[config.mk]
export PLATFORM = sky130hd
export DESIGN_NAME = dbd_dma_channel
export DESIGN_NICKNAME = d
export VERILOG_FILES = /design/src/rtl/dbd_pkg.sv /design/src/rtl/dbd_regs.sv /design/src/rtl/dbd_seq.sv /design/src/rtl/dbd_mover.sv /design/src/rtl/dbd_dma_channel.sv
export SDC_FILE = /design/constraint.sdc
export NUM_CORES = 1
export LEC_CHECK = 0
export ABC_AREA = 0
export BUFFER_PORTS_ARGS = -buffer_cell sky130_fd_sc_hd__buf_2
export CAP_MARGIN = 40
export CORE_MARGIN = 5
export CORE_UTILIZATION = 40
export CTS_BUF_LIST = sky130_fd_sc_hd__clkbuf_4
export CTS_CLUSTER_SIZE = 12
export DETAILED_ROUTE_END_ITERATION = 8
export PLACE_DENSITY = 0.66
export SLEW_MARGIN = 10
export SYNTH_ARGS = -nofsm -noshare
export SYNTH_HDL_FRONTEND = slang
export SYNTH_SLANG_ARGS = --single-unit
[constraint.sdc]
create_clock -name clk -period 8.35 [get_ports clk]
set_clock_uncertainty 0.05 [all_clocks]
set_input_delay 1.67 -clock clk [delete_from_list [all_inputs] [get_ports clk]]
set_output_delay 1.67 -clock clk [all_outputs]
set_load 0.02 [all_outputs]
[src/rtl/dbd_pkg.sv]
// Package dbd_pkg: shared types and register layout for the double-buffered
// DMA channel. Assumes byte offsets on an 8-bit register address.
package dbd_pkg;

    typedef enum logic [1:0] {
        CH_IDLE  = 2'd0,
        CH_STALL = 2'd1,
        CH_ON    = 2'd2,
        CH_NEXT  = 2'd3
    } chan_st_e;

    localparam logic [7:0] OFS_CTRL   = 8'h00;
    localparam logic [7:0] OFS_INT    = 8'h04;
    localparam logic [7:0] OFS_PORT   = 8'h08;
    localparam logic [7:0] OFS_STAT   = 8'h0C;
    localparam logic [7:0] OFS_REMAIN = 8'h14;
    localparam logic [7:0] OFS_CNT0   = 8'h20;
    localparam logic [7:0] OFS_BASE0  = 8'h24;
    localparam logic [7:0] OFS_CNT1   = 8'h30;
    localparam logic [7:0] OFS_BASE1  = 8'h34;

    localparam int CB_IE_STALL = 0;
    localparam int CB_IE_NFB   = 1;
    localparam int CB_IE_ERR   = 3;
    localparam int CB_EN       = 4;
    localparam int CB_DIR      = 5;

    localparam int IB_STALL = 0;
    localparam int IB_NFB   = 1;
    localparam int IB_ERR   = 3;

endpackage

[src/rtl/dbd_regs.sv]
// Module dbd_regs: register file of the channel. Holds control, port select,
// both descriptor slots and the error flag. Decodes address writes into
// descriptor hand-over pulses and builds the interrupt line.
// Assumes single-cycle writes and a combinational read path.
module dbd_regs
    import dbd_pkg::*;
#(
    parameter int CNT_W  = 16,
    parameter int ADDR_W = 32,
    parameter int PORT_W = 4
) (
    input  logic                   clk,
    input  logic                   rst_n,
    input  logic                   wen,
    input  logic [7:0]             addr,
    input  logic [31:0]            wdata,
    output logic [31:0]            rdata,
    input  logic                   err_in,
    input  logic                   stall_flag,
    input  logic                   nfb_flag,
    input  chan_st_e               st,
    input  logic [CNT_W-1:0]       remain,
    output logic                   ctl_en,
    output logic                   ctl_dir,
    output logic [PORT_W-1:0]      port_sel,
    output logic [1:0][CNT_W-1:0]  slot_cnt,
    output logic [1:0][ADDR_W-1:0] slot_base,
    output logic                   base_wr,
    output logic                   base_slot,
    output logic                   irq
);

    logic ie_stall, ie_nfb, ie_err;
    logic err_q;
    logic err_clr;

    assign err_clr = wen && (addr == OFS_INT) && wdata[IB_ERR];

    // Control and port select registers.
    always_ff @(posedge clk) begin
        if (!rst_n) begin
            ie_stall <= 1'b0;
            ie_nfb   <= 1'b0;
            ie_err   <= 1'b0;
            ctl_en   <= 1'b0;
            ctl_dir  <= 1'b0;
            port_sel <= '0;
        end else if (wen) begin
            if (addr == OFS_CTRL) begin
                ie_stall <= wdata[CB_IE_STALL];
                ie_nfb   <= wdata[CB_IE_NFB];
                ie_err   <= wdata[CB_IE_ERR];
                ctl_en   <= wdata[CB_EN];
                ctl_dir  <= wdata[CB_DIR];
            end
            if (addr == OFS_PORT) port_sel <= wdata[PORT_W-1:0];
        end
    end

    // Sticky error flag; a new error wins over a clear in the same cycle.
    always_ff @(posedge clk) begin
        if (!rst_n)       err_q <= 1'b0;
        else if (err_in)  err_q <= 1'b1;
        else if (err_clr) err_q <= 1'b0;
    end

    // One count/address register pair per descriptor slot.
    for (genvar g = 0; g < 2; g++) begin : g_slot
        localparam logic [7:0] CNT_OFS  = (g == 0) ? OFS_CNT0  : OFS_CNT1;
        localparam logic [7:0] BASE_OFS = (g == 0) ? OFS_BASE0 : OFS_BASE1;
        logic [CNT_W-1:0]  cnt_q;
        logic [ADDR_W-1:0] base_q;

        // Capture slot fields on their register writes.
        always_ff @(posedge clk) begin
            if (!rst_n) begin
                cnt_q  <= '0;
                base_q <= '0;
            end else if (wen) begin
                if (addr == CNT_OFS)  cnt_q  <= wdata[CNT_W-1:0];
                if (addr == BASE_OFS) base_q <= wdata[ADDR_W-1:0];
            end
        end

        assign slot_cnt[g]  = cnt_q;
        assign slot_base[g] = base_q;
    end

    assign base_wr   = wen && ((addr == OFS_BASE0) || (addr == OFS_BASE1));
    assign base_slot = (addr == OFS_BASE1);

    // Read multiplexer.
    always_comb begin
        rdata = '0;
        case (addr)
            OFS_CTRL:   rdata = 32'({ctl_dir, ctl_en, ie_err, 1'b0, ie_nfb, ie_stall});
            OFS_INT:    rdata = 32'({err_q, 1'b0, nfb_flag, stall_flag});
            OFS_PORT:   rdata = 32'(port_sel);
            OFS_STAT:   rdata = 32'({st, 4'b0000});
            OFS_REMAIN: rdata = 32'(remain);
            OFS_CNT0:   rdata = 32'(slot_cnt[0]);
            OFS_BASE0:  rdata = 32'(slot_base[0]);
            OFS_CNT1:   rdata = 32'(slot_cnt[1]);
            OFS_BASE1:  rdata = 32'(slot_base[1]);
            default:    rdata = '0;
        endcase
    end

    // Level interrupt from enabled sources.
    assign irq = (stall_flag & ie_stall) | (nfb_flag & ie_nfb) | (err_q & ie_err);

    assert_err_sticky_R10: assert property (@(posedge clk) disable iff (!rst_n)
        (err_q && !err_clr) |=> err_q);

endmodule

[src/rtl/dbd_seq.sv]
// Module dbd_seq: four-state slot sequencer. Accepts descriptors in strict
// slot alternation, keeps the active byte count and address, switches slots
// when a buffer ends and raises the stall / next-buffer flags.
// Assumes byte_done only arrives while the active count is non-zero.
module dbd_seq
    import dbd_pkg::*;
#(
    parameter int CNT_W  = 16,
    parameter int ADDR_W = 32
) (
    input  logic                   clk,
    input  logic                   rst_n,
    input  logic                   en,
    input  logic                   base_wr,
    input  logic                   base_slot,
    input  logic [ADDR_W-1:0]      base_wdata,
    input  logic [1:0][CNT_W-1:0]  slot_cnt,
    input  logic [1:0][ADDR_W-1:0] slot_base,
    input  logic                   byte_done,
    output chan_st_e               st,
    output logic [CNT_W-1:0]       cnt,
    output logic [ADDR_W-1:0]      addr,
    output logic                   active,
    output logic                   stall_flag,
    output logic                   nfb_flag
);

    logic nxt_slot;
    logic cur_slot;
    logic acc;
    logic complete;

    assign acc      = base_wr && (base_slot == nxt_slot) && en &&
                      ((st == CH_STALL) || (st == CH_ON));
    assign active   = (st == CH_ON) || (st == CH_NEXT);
    assign complete = active && (cnt == '0);

    // State, slot pointers, active count/address and event flags.
    always_ff @(posedge clk) begin
        if (!rst_n) begin
            st         <= CH_IDLE;
            nxt_slot   <= 1'b0;
            cur_slot   <= 1'b0;
            cnt        <= '0;
            addr       <= '0;
            stall_flag <= 1'b0;
            nfb_flag   <= 1'b0;
        end else begin
            if (byte_done) begin
                cnt  <= cnt - 1'b1;
                addr <= addr + 1'b1;
            end
            if (acc) begin
                nxt_slot   <= ~nxt_slot;
                stall_flag <= 1'b0;
                nfb_flag   <= 1'b0;
            end
            case (st)
                CH_IDLE: if (en) begin
                    st         <= CH_STALL;
                    nxt_slot   <= 1'b0;
                    cur_slot   <= 1'b0;
                    stall_flag <= 1'b0;
                    nfb_flag   <= 1'b0;
                end
                CH_STALL: if (!en) begin
                    st <= CH_IDLE;
                end else if (acc) begin
                    st       <= CH_ON;
                    cur_slot <= base_slot;
                    cnt      <= slot_cnt[base_slot];
                    addr     <= base_wdata;
                end
                CH_ON: if (complete) begin
                    if (acc) begin
                        cur_slot <= base_slot;
                        cnt      <= slot_cnt[base_slot];
                        addr     <= base_wdata;
                    end else begin
                        st         <= CH_STALL;
                        stall_flag <= 1'b1;
                    end
                end else if (acc) begin
                    st <= CH_NEXT;
                end
                CH_NEXT: if (complete) begin
                    st       <= CH_ON;
                    cur_slot <= ~cur_slot;
                    cnt      <= slot_cnt[~cur_slot];
                    addr     <= slot_base[~cur_slot];
                    nfb_flag <= 1'b1;
                end
                default: st <= CH_IDLE;
            endcase
        end
    end

    assert_idle_exit_R2: assert property (@(posedge clk) disable iff (!rst_n)
        (st == CH_IDLE) |=> (st == CH_IDLE) || (st == CH_STALL));

    assert_run_dry_R8: assert property (@(posedge clk) disable iff (!rst_n)
        ($past(st) == CH_ON && st == CH_STALL) |-> stall_flag);

    assert_slot_switch_R7: assert property (@(posedge clk) disable iff (!rst_n)
        ($past(st) == CH_NEXT && st == CH_ON) |-> nfb_flag);

endmodule

[src/rtl/dbd_mover.sv]
// Module dbd_mover: one-byte-at-a-time data mover. A gather phase fetches a
// byte (memory read or peripheral input) and a deliver phase hands it on
// (peripheral output or memory write). Assumes a stable address while a
// byte is in flight.
module dbd_mover #(
    parameter int ADDR_W = 32,
    parameter int DATA_W = 8
) (
    input  logic              clk,
    input  logic              rst_n,
    input  logic              go,
    input  logic              dir,
    input  logic [ADDR_W-1:0] addr,
    output logic              mem_req,
    output logic              mem_we,
    output logic [ADDR_W-1:0] mem_addr,
    output logic [DATA_W-1:0] mem_wdata,
    input  logic [DATA_W-1:0] mem_rdata,
    input  logic              mem_ack,
    output logic              pout_valid,
    output logic [DATA_W-1:0] pout_data,
    input  logic              pout_ready,
    input  logic              pin_valid,
    input  logic [DATA_W-1:0] pin_data,
    output logic              pin_ready,
    output logic              byte_done
);

    logic              deliver;
    logic              xdir;
    logic [DATA_W-1:0] hold;
    logic              gather;
    logic              take;

    assign gather     = !deliver && go;
    assign mem_req    = (gather && !dir) || (deliver && xdir);
    assign mem_we     = deliver && xdir;
    assign mem_addr   = addr;
    assign mem_wdata  = hold;
    assign pout_valid = deliver && !xdir;
    assign pout_data  = hold;
    assign pin_ready  = gather && dir;
    assign take       = gather && (dir ? pin_valid : mem_ack);
    assign byte_done  = deliver && (xdir ? mem_ack : pout_ready);

    // Phase register and holding byte.
    always_ff @(posedge clk) begin
        if (!rst_n) begin
            deliver <= 1'b0;
            xdir    <= 1'b0;
            hold    <= '0;
        end else if (take) begin
            deliver <= 1'b1;
            xdir    <= dir;
            hold    <= dir ? pin_data : mem_rdata;
        end else if (byte_done) begin
            deliver <= 1'b0;
        end
    end

    assert_out_held_R5: assert property (@(posedge clk) disable iff (!rst_n)
        (pout_valid && !pout_ready) |=> (pout_valid && $stable(pout_data)));

endmodule

[src/rtl/dbd_dma_channel.sv]
// Module dbd_dma_channel: top of the double-buffered DMA channel. Connects
// the register file, the slot sequencer and the byte mover.
// Assumes one register access per cycle and a memory that acks each request.
module dbd_dma_channel
    import dbd_pkg::*;
#(
    parameter int CNT_W  = 16,
    parameter int ADDR_W = 32,
    parameter int DATA_W = 8,
    parameter int PORT_W = 4
) (
    input  logic              clk,
    input  logic              rst_n,
    input  logic              reg_wen,
    input  logic [7:0]        reg_addr,
    input  logic [31:0]       reg_wdata,
    output logic [31:0]       reg_rdata,
    output logic              mem_req,
    output logic              mem_we,
    output logic [ADDR_W-1:0] mem_addr,
    output logic [DATA_W-1:0] mem_wdata,
    input  logic [DATA_W-1:0] mem_rdata,
    input  logic              mem_ack,
    output logic              pout_valid,
    output logic [DATA_W-1:0] pout_data,
    input  logic              pout_ready,
    input  logic              pin_valid,
    input  logic [DATA_W-1:0] pin_data,
    output logic              pin_ready,
    input  logic              err_in,
    output logic [PORT_W-1:0] port_sel,
    output logic              irq
);

    localparam logic [CNT_W-1:0] CNT_EMPTY = '0;

    chan_st_e               st;
    logic [CNT_W-1:0]       cnt;
    logic [ADDR_W-1:0]      cur_addr;
    logic                   active;
    logic                   stall_flag;
    logic                   nfb_flag;
    logic                   ctl_en;
    logic                   ctl_dir;
    logic [1:0][CNT_W-1:0]  slot_cnt;
    logic [1:0][ADDR_W-1:0] slot_base;
    logic                   base_wr;
    logic                   base_slot;
    logic                   byte_done;
    logic                   go;

    assign go = active && (cnt != CNT_EMPTY);

    dbd_regs #(.CNT_W(CNT_W), .ADDR_W(ADDR_W), .PORT_W(PORT_W)) i_regs (
        .clk        (clk),
        .rst_n      (rst_n),
        .wen        (reg_wen),
        .addr       (reg_addr),
        .wdata      (reg_wdata),
        .rdata      (reg_rdata),
        .err_in     (err_in),
        .stall_flag (stall_flag),
        .nfb_flag   (nfb_flag),
        .st         (st),
        .remain     (cnt),
        .ctl_en     (ctl_en),
        .ctl_dir    (ctl_dir),
        .port_sel   (port_sel),
        .slot_cnt   (slot_cnt),
        .slot_base  (slot_base),
        .base_wr    (base_wr),
        .base_slot  (base_slot),
        .irq        (irq)
    );

    dbd_seq #(.CNT_W(CNT_W), .ADDR_W(ADDR_W)) i_seq (
        .clk        (clk),
        .rst_n      (rst_n),
        .en         (ctl_en),
        .base_wr    (base_wr),
        .base_slot  (base_slot),
        .base_wdata (reg_wdata[ADDR_W-1:0]),
        .slot_cnt   (slot_cnt),
        .slot_base  (slot_base),
        .byte_done  (byte_done),
        .st         (st),
        .cnt        (cnt),
        .addr       (cur_addr),
        .active     (active),
        .stall_flag (stall_flag),
        .nfb_flag   (nfb_flag)
    );

    dbd_mover #(.ADDR_W(ADDR_W), .DATA_W(DATA_W)) i_mover (
        .clk        (clk),
        .rst_n      (rst_n),
        .go         (go),
        .dir        (ctl_dir),
        .addr       (cur_addr),
        .mem_req    (mem_req),
        .mem_we     (mem_we),
        .mem_addr   (mem_addr),
        .mem_wdata  (mem_wdata),
        .mem_rdata  (mem_rdata),
        .mem_ack    (mem_ack),
        .pout_valid (pout_valid),
        .pout_data  (pout_data),
        .pout_ready (pout_ready),
        .pin_valid  (pin_valid),
        .pin_data   (pin_data),
        .pin_ready  (pin_ready),
        .byte_done  (byte_done)
    );

    assert_no_move_on_empty_R13: assert property (@(posedge clk) disable iff (!rst_n)
        byte_done |-> (cnt != CNT_EMPTY));

endmodule

==> impl_metrics.json, run 1 <==
{
  "cts_hold_buf": 0,
  "critical_path_fanout_max": 14,
  "numPortBuffers": 151,
  "powerDensity_mw_per_mm2": 128,
  "grt_start_max_net_pins": 84,
  "gr-total-overflow": 0,
  "max_slew.worst_pin.slew_ns": 0.839,
  "power_switching_share_pct": 28.1,
  "synthArstFlopShare_pct": 0,
  "status": "completed",
  "cp-startpoint": "reg_addr[3]",
  "cts_tree": "yes",
  "route.final.wire_length_mm": 31.7,
  "stdcell_count": 1592,
  "timing.critical_path.to_type": "primary output",
  "cts_setup_buffers": 0,
  "clock_power_share_pct": 34.6,
  "postSynthCellCount": 1168,
  "drt-vias-per-instance": 5.91,
  "register_area_mm2": 0.00340,
  "timing.hold.ws_ns": 0.439,
  "wire_per_inst_um": 19.9,
  "synth_adder_area_share_pct": 0.781,
  "multiInputGateArea_mm2": 0.00576,
  "comb_power_share_pct": 6.7,
  "cpPeakStageDelay_ns": 0.73,
  "filler_cell_count": 2396,
  "yosysWarnings": 0,
  "final.period_utilization_pct": 66.6,
  "synth-edff-count": 0,
  "number_of_detailed_routing_iterations_run_before_antenna_repair": 9,
  "initial_cell_density_of_the_core_pct": 40.8,
  "top_level_ports": 152,
  "rsz0062_at_grt": "no",
  "die_w_um": 165,
  "setup_viol": 0,
  "clock_tree.htree_level_count": 4,
  "synth.largest_area_cell": "dfxtp_1",
  "holdCritStartpoint": "i_regs.g_slot[1].base_q[16]",
  "ys_top_cells_by_area": "dfxtp_1 (35%), nand2_1 (8.6%), a21boi_0 (8.2%)",
  "ant_nets": 0,
  "grt_first_pass_wirelength_mm": 49.1,
  "synth_xor_xnor_area_share_pct": 3.28,
  "yosys.area.top_type_share_pct": 35.4,
  "antenna_found_initial": 3,
  "synth_compound_area_share_pct": 21.7,
  "p_int_w": 0.000996,
  "netSwitchingPower_w": 0.000390,
  "drtIter0Drc": 995,
  "area_growth_pct": 12.7,
  "worst_setup_hold_path_clk_slew_ns": 0.15,
  "drcViolationCount": 0,
  "critical_path_class": "in2out",
  "dieArea_mm2": 0.0272,
  "drive_above_1_share_pct": 21.1,
  "root_buf_cell": "clkbuf_4",
  "cp_slowest_cell": "or4b_1",
  "max_freq_mhz": 180,
  "timing_max_transition_violations_final": 0,
  "num_rows": 56,
  "cp-start-kind": "input port",
  "ctsLongestPathBuffers": 2,
  "worst_hold_path_type": "reg2reg",
  "floorplan.die.height_um": 165,
  "crit_chain": "buf_2, or4b_1, nor3_1, buf_4, a22o_1, a21oi_1, o21ai_0, buf_2",
  "route.vias.total": 9402,
  "cts-resized-gates": 0,
  "synth_nets": 1237,
  "worstRegToRegCells": 9,
  "synth.lib_cells_used.distinct": 58,
  "timing.hold.worst_endpoint": "i_regs.g_slot[1].base_q[16]",
  "totalPowerFinal_w": 0.00139,
  "leakage_nw": 3.81,
  "regToRegSetupSlack_ns": 5.20,
  "globalRouteTotalUtil_pct": 22.8,
  "coreArea_mm2": 0.0235,
  "count_of_placed_standard_cells_including_taps": 1560,
  "maxCapViolations": 0,
  "relSlewSlack_pct": 44.1,
  "rr_endpoint": "i_seq.cnt[13]",
  "synthesis.area_mm2": 0.00962,
  "power_frac_seq_pct": 58.8,
  "final_net_count": 1329,
  "timing.hold.worst_path_depth": 2,
  "timing.setup.tns_ns": 0,
  "yosys.area_share.simple_pct": 22.7,
  "synth_top_family_by_area": "simple AND/OR/NAND/NOR gates",
  "clkSinkCount": 170,
  "synth_seq_cells": 170,
  "syn_avg_cell_area_um2": 8.23,
  "synth_seq_area_share_pct": 35.4,
  "half_perimeter_wire_length_after_detailed_placement_mm": 21.3,
  "cts_inserted_buffers": 17,
  "number_of_global_route_vias_before_repair": 8697,
  "synth_ff_type": "dfxtp_1",
  "critical_path.reg2reg.startpoint": "i_seq.st[1]",
  "routabilityCongestion": 0.887,
  "power.ir.vdd_worst_mv": 0.0699,
  "cp_data_required_time_ns": 6.63,
  "timing.critical_path.arrival_ns": 3.85,
  "synth_mux_area_share_pct": 11.1,
  "final-hold-violation-count": 0,
  "worst_skew_pair.late_latency_ns": 0.59,
  "layout.cells.most_common_list": "nand2_1 (221), dfxtp_1 (169), buf_2 (150), a21boi_0 (105), nand3_1 (76)",
  "critPathMostFrequentCell": "buf_2",
  "finalCriticalPeriod_ns": 5.57,
  "most_common_library_cell_in_the_layout_ignoring_fill_and_taps": "nand2_1"
}
-- synth_stat cells (all sizes together), types with 18 or more instances --
library cell / n
o211ai: 29
nand4: 25
nor2: 39
clkbuf: 83
mux2i: 54
a22oi: 23
xnor2: 34
nand2: 221
nor3: 20
nand3: 77
a32oi: 25
nor4: 22
mux2: 47
dfxtp: 170
o21ai: 19
buf: 18
o22ai: 20
a21boi: 105
-- state kept, by name, indices dropped and copies added (netlist names), 2 cells and up --
name,count
i_mover.mem_wdata,8
i_regs.g_slot.base_q,64
i_regs.g_slot.cnt_q,32
i_regs.port_sel,4
i_seq.addr,32
i_seq.cnt,16
i_seq.st,2
-- cell families (layout without fill, tap and decap cells) --
group,count (synthesis),in the layout
simple gates,458,458
buf+inv,119,223
mux,101,101
compound gates,278,278
fa+ha+maj,6,6
other cells,0,1
flops,170,170
xor+xnor,36,36
-- metrics by stage --
stage | utilization (%) | cell area, um^2 | worst slack [ns]
3_5_place_dp | 44.9 | 10600 | 2.85
4_1_cts | 46.0 | 10800 | 2.84
5_1_grt | 46.0 | 10800 | 2.74
6_report | 46.0 | 10800 | 2.78
2_1_floorplan | - | 9620 | 3.14
3_3_place_gp | 44.7 | 10500 | 2.48
-- critical path, delay by kind of cell --
family / cells / cell delay [ns]
buffers and inverters: 3 / 0.67
and+or+nand+nor: 2 / 1.13
AOI/OAI and AO/OA: 3 / 0.35
-- how the worst max path moves through the flow --
| stage | endpoint | slack [ns] | depth (start not counted) |
|---|---|---|---|
| 2_1_floorplan | reg_rdata[15] | 3.14 | 6 |
| 3_3_place_gp | reg_rdata[11] | 2.48 | 6 |
| 3_5_place_dp | reg_rdata[11] | 2.85 | 8 |
| 4_1_cts | reg_rdata[11] | 2.84 | 8 |
| 5_1_grt | reg_rdata[11] | 2.74 | 8 |
| 6_report | reg_rdata[11] | 2.78 | 8 |
-- metal layers --
layer	vias up	part of all wire, %	GRT usage (%)
li1	4453	-	-
met1	4441	44	32.4
met2	453	45	35.3
met3	51	9.3	4.64
met4	4	2.0	6.09
met5	-	0.085	0
-- power by group through the flow --
stage / Clock, W / Sequential (W) / Combinational, W
global route: 0.000522 / 0.000815 / 0.0000988
CTS: 0.000491 / 0.000814 / 0.0000914
finish: 0.000479 / 0.000814 / 0.0000925
detailed placement: 0 / 0.000832 / 0.0000912
global placement: 0 / 0.000832 / 0.0000902
floorplan: 0 / 0.000831 / 0.0000483
-- cell type report --
class	instances	area share [%]
diodes	1	0.0231
multi-input cells	879	53.1
well taps	319	3.68
repair buffers	174	8.70
flip-flops and latches	170	31.4
clock inverters	14	1.24
clock buffers	17	1.18
inverters	18	0.624
Power figures use the tool's default switching activity.
==> inputs of run 2 (changes only) <==
--- a/config.mk
+++ b/config.mk
@@ -13,7 +13,7 @@
 export CTS_BUF_LIST = sky130_fd_sc_hd__clkbuf_4
 export CTS_CLUSTER_SIZE = 12
 export DETAILED_ROUTE_END_ITERATION = 8
-export PLACE_DENSITY = 0.66
+export PLACE_DENSITY = 0.68
 export SLEW_MARGIN = 10
 export SYNTH_ARGS = -nofsm -noshare
 export SYNTH_HDL_FRONTEND = slang
==> constraint.sdc (replaced) <==
create_clock -name clk -period 5.05 [get_ports clk]
set_clock_uncertainty 0.05 [all_clocks]
set_input_delay 1.01 -clock clk [delete_from_list [all_inputs] [get_ports clk]]
set_output_delay 1.01 -clock clk [all_outputs]
set_load 0.02 [all_outputs]
==> run 2 against run 1 <==
  * Setup slack got worse by 1.9 ns
  * Combinational power is 68% higher
  * Non-clock buffer count is 2 higher
  * First-iteration DRC count fell by 7.6%
  * Sequential share of layout area fell by 0.17 points
==> impl_metrics.json, run 2 (synthesis gave the netlist of run 1 again) <==
{
  "crit_chain": "buf_2, or4b_1, nor3_4, a22oi_1, o211ai_1, buf_2",
  "numPortBuffers": 151,
  "cp-startpoint": "reg_addr[3]",
  "num_rows": 56,
  "critical_path.n_buffers_inverters": 2,
  "power_frac_seq_pct": 56.2,
  "layout.cells.most_common_list": "nand2_1 (221), dfxtp_1 (169), buf_2 (150), a21boi_0 (105), nand3_1 (76)",
  "layout_top_registers": "i_regs.g_slot.base_q: 64 flops, i_regs.g_slot.cnt_q: 32 flops, i_seq.addr: 32 flops",
  "path_depth": 6,
  "p_int_w": 0.00175,
  "critPathMostFrequentCell": "buf_2",
  "initial_cell_density_of_the_core_pct": 40.8,
  "timing.hold.ws_ns": 0.438,
  "leakage_nw": 3.83,
  "timing.critical_path.arrival_ns": 3.09,
  "power.ir.vdd_worst_mv": 0.118,
  "half_perimeter_wire_length_after_detailed_placement_mm": 21.9,
  "critical_path_class": "in2out",
  "grt_first_pass_wirelength_mm": 48.9,
  "drt-vias-per-instance": 5.89,
  "cts_hold_buf": 0,
  "antenna_found_initial": 3,
  "totalPowerFinal_w": 0.00240,
  "final_net_count": 1331,
  "setup.worst_path.end": "reg_rdata[13]",
  "top_level_ports": 152,
  "rsz0062_at_grt": "no",
  "most_common_library_cell_in_the_layout_ignoring_fill_and_taps": "nand2_1",
  "cts_tree": "yes",
  "final-hold-violation-count": 0,
  "cts_inserted_buffers": 17,
  "cp_data_required_time_ns": 3.99,
  "status": "completed",
  "max_freq_mhz": 241,
  "rr_endpoint": "i_seq.addr[1]",
  "routabilityCongestion": 0.929,
  "final.period_utilization_pct": 82.2,
  "regToRegSetupSlack_ns": 2.11,
  "worstRegToRegCells": 6,
  "drcViolationCount": 0,
  "root_buf_cell": "clkbuf_4",
  "finalCriticalPeriod_ns": 4.15,
  "cpPeakStageDelay_ns": 0.74,
  "cp-start-kind": "input port",
  "number_of_flip_flops_in_the_largest_register": 64,
  "power_switching_share_pct": 27.1,
  "drive_above_1_share_pct": 21.1,
  "wire_per_inst_um": 20.1,
  "area_growth_pct": 13.3,
  "cts_setup_buffers": 0,
  "die_w_um": 165,
  "max_slew.worst_pin.slew_ns": 0.887,
  "timing.setup.tns_ns": 0,
  "cts-resized-gates": 0,
  "setup_viol": 0,
  "layout.core_utilization_pct": 46.3,
  "grt_start_max_net_pins": 88,
  "number_of_global_route_vias_before_repair": 8677,
  "clock_power_share_pct": 37.3,
  "worst_setup_hold_path_clk_slew_ns": 0.13,
  "coreArea_mm2": 0.0235,
  "cp_slowest_cell": "or4b_1",
  "dieArea_mm2": 0.0272,
  "netSwitchingPower_w": 0.000650,
  "number_of_detailed_routing_iterations_run_before_antenna_repair": 6,
  "route.final.wire_length_mm": 32.1,
  "globalRouteTotalUtil_pct": 22.8,
  "worst_skew_pair.late_latency_ns": 0.61,
  "most_flop_heavy_register": "i_regs.g_slot.base_q",
  "timing_max_transition_violations_final": 0,
  "ctsLongestPathBuffers": 2,
  "count_of_placed_standard_cells_including_taps": 1562,
  "powerDensity_mw_per_mm2": 220,
  "clock_tree.htree_level_count": 4,
  "floorplan.die.height_um": 165,
  "route.vias.total": 9389,
  "stdcell_count": 1595,
  "critical_path.reg2reg.startpoint": "i_seq.cnt[5]",
  "maxCapViolations": 0,
  "timing.critical_path.to_type": "primary output",
  "relSlewSlack_pct": 40.8,
  "gr-total-overflow": 0,
  "critical_path.top_delay_family": "simple AND/OR/NAND/NOR gates",
  "clkSinkCount": 170,
  "ant_nets": 0,
  "comb_power_share_pct": 6.5,
  "holdCritStartpoint": "i_regs.g_slot[1].base_q[16]",
  "drtIter0Drc": 919,
  "critical_path_fanout_max": 13,
  "worst_hold_path_type": "reg2reg"
}
-- run 2: layout make-up --
class                      instances  area [um^2]
antenna                            1         2.50
clock buffer                      17          128
clock inverter                    15          189
fill                            2387        12600
inverter                          18         67.6
multi-input combinational        879         5750
sequential                       170         3400
tap                              319          399
timing repair buffer             176          956
-- run 2: worst min path at each step --
stage	endpoint	slack, ns	cells past startpoint
2_1_floorplan	i_regs.g_slot[0].base_q[16]	0.40	2
3_3_place_gp	i_regs.g_slot[1].base_q[17]	0.41	2
3_5_place_dp	i_regs.g_slot[0].base_q[24]	0.42	2
4_1_cts	i_regs.g_slot[0].base_q[24]	0.44	2
5_1_grt	i_regs.g_slot[1].base_q[24]	0.46	2
6_report	i_regs.g_slot[1].base_q[16]	0.44	2
-- run 2: layer usage --
layer	track usage, %	share of wire [%]
met2	35.4	46
met5	0	0.059
met1	31.9	44
met4	6.39	1.9
met3	5.09	8.0
-- run 2: per-stage QoR --
stage | area, um^2 | setup WS (ns)
5_1_grt | 10900 | 0.800
6_report | 10900 | 0.896
3_5_place_dp | 10600 | 0.942
2_1_floorplan | 9620 | 1.16
3_3_place_gp | 10500 | 0.941
4_1_cts | 10900 | 0.936
-- run 2: power by group through the flow --
stage	Clock (W)	Sequential, W	Combinational [W]
6_report	0.000895	0.00135	0.000155
2_1_floorplan	0	0.00137	0.0000799
3_5_place_dp	0	0.00138	0.000152
5_1_grt	0.000967	0.00135	0.000165
3_3_place_gp	0	0.00138	0.000150
4_1_cts	0.000913	0.00135	0.000153
-- run 2: worst reg2reg max path: cells and delay by family, from the launching register on --
kind,cells,cell delay (ns)
AND/OR/NAND/NOR,3,1.51
AO/OA/AOI/OAI,2,0.54
flip-flops,1,0.38
buffers and inverters,1,0.37
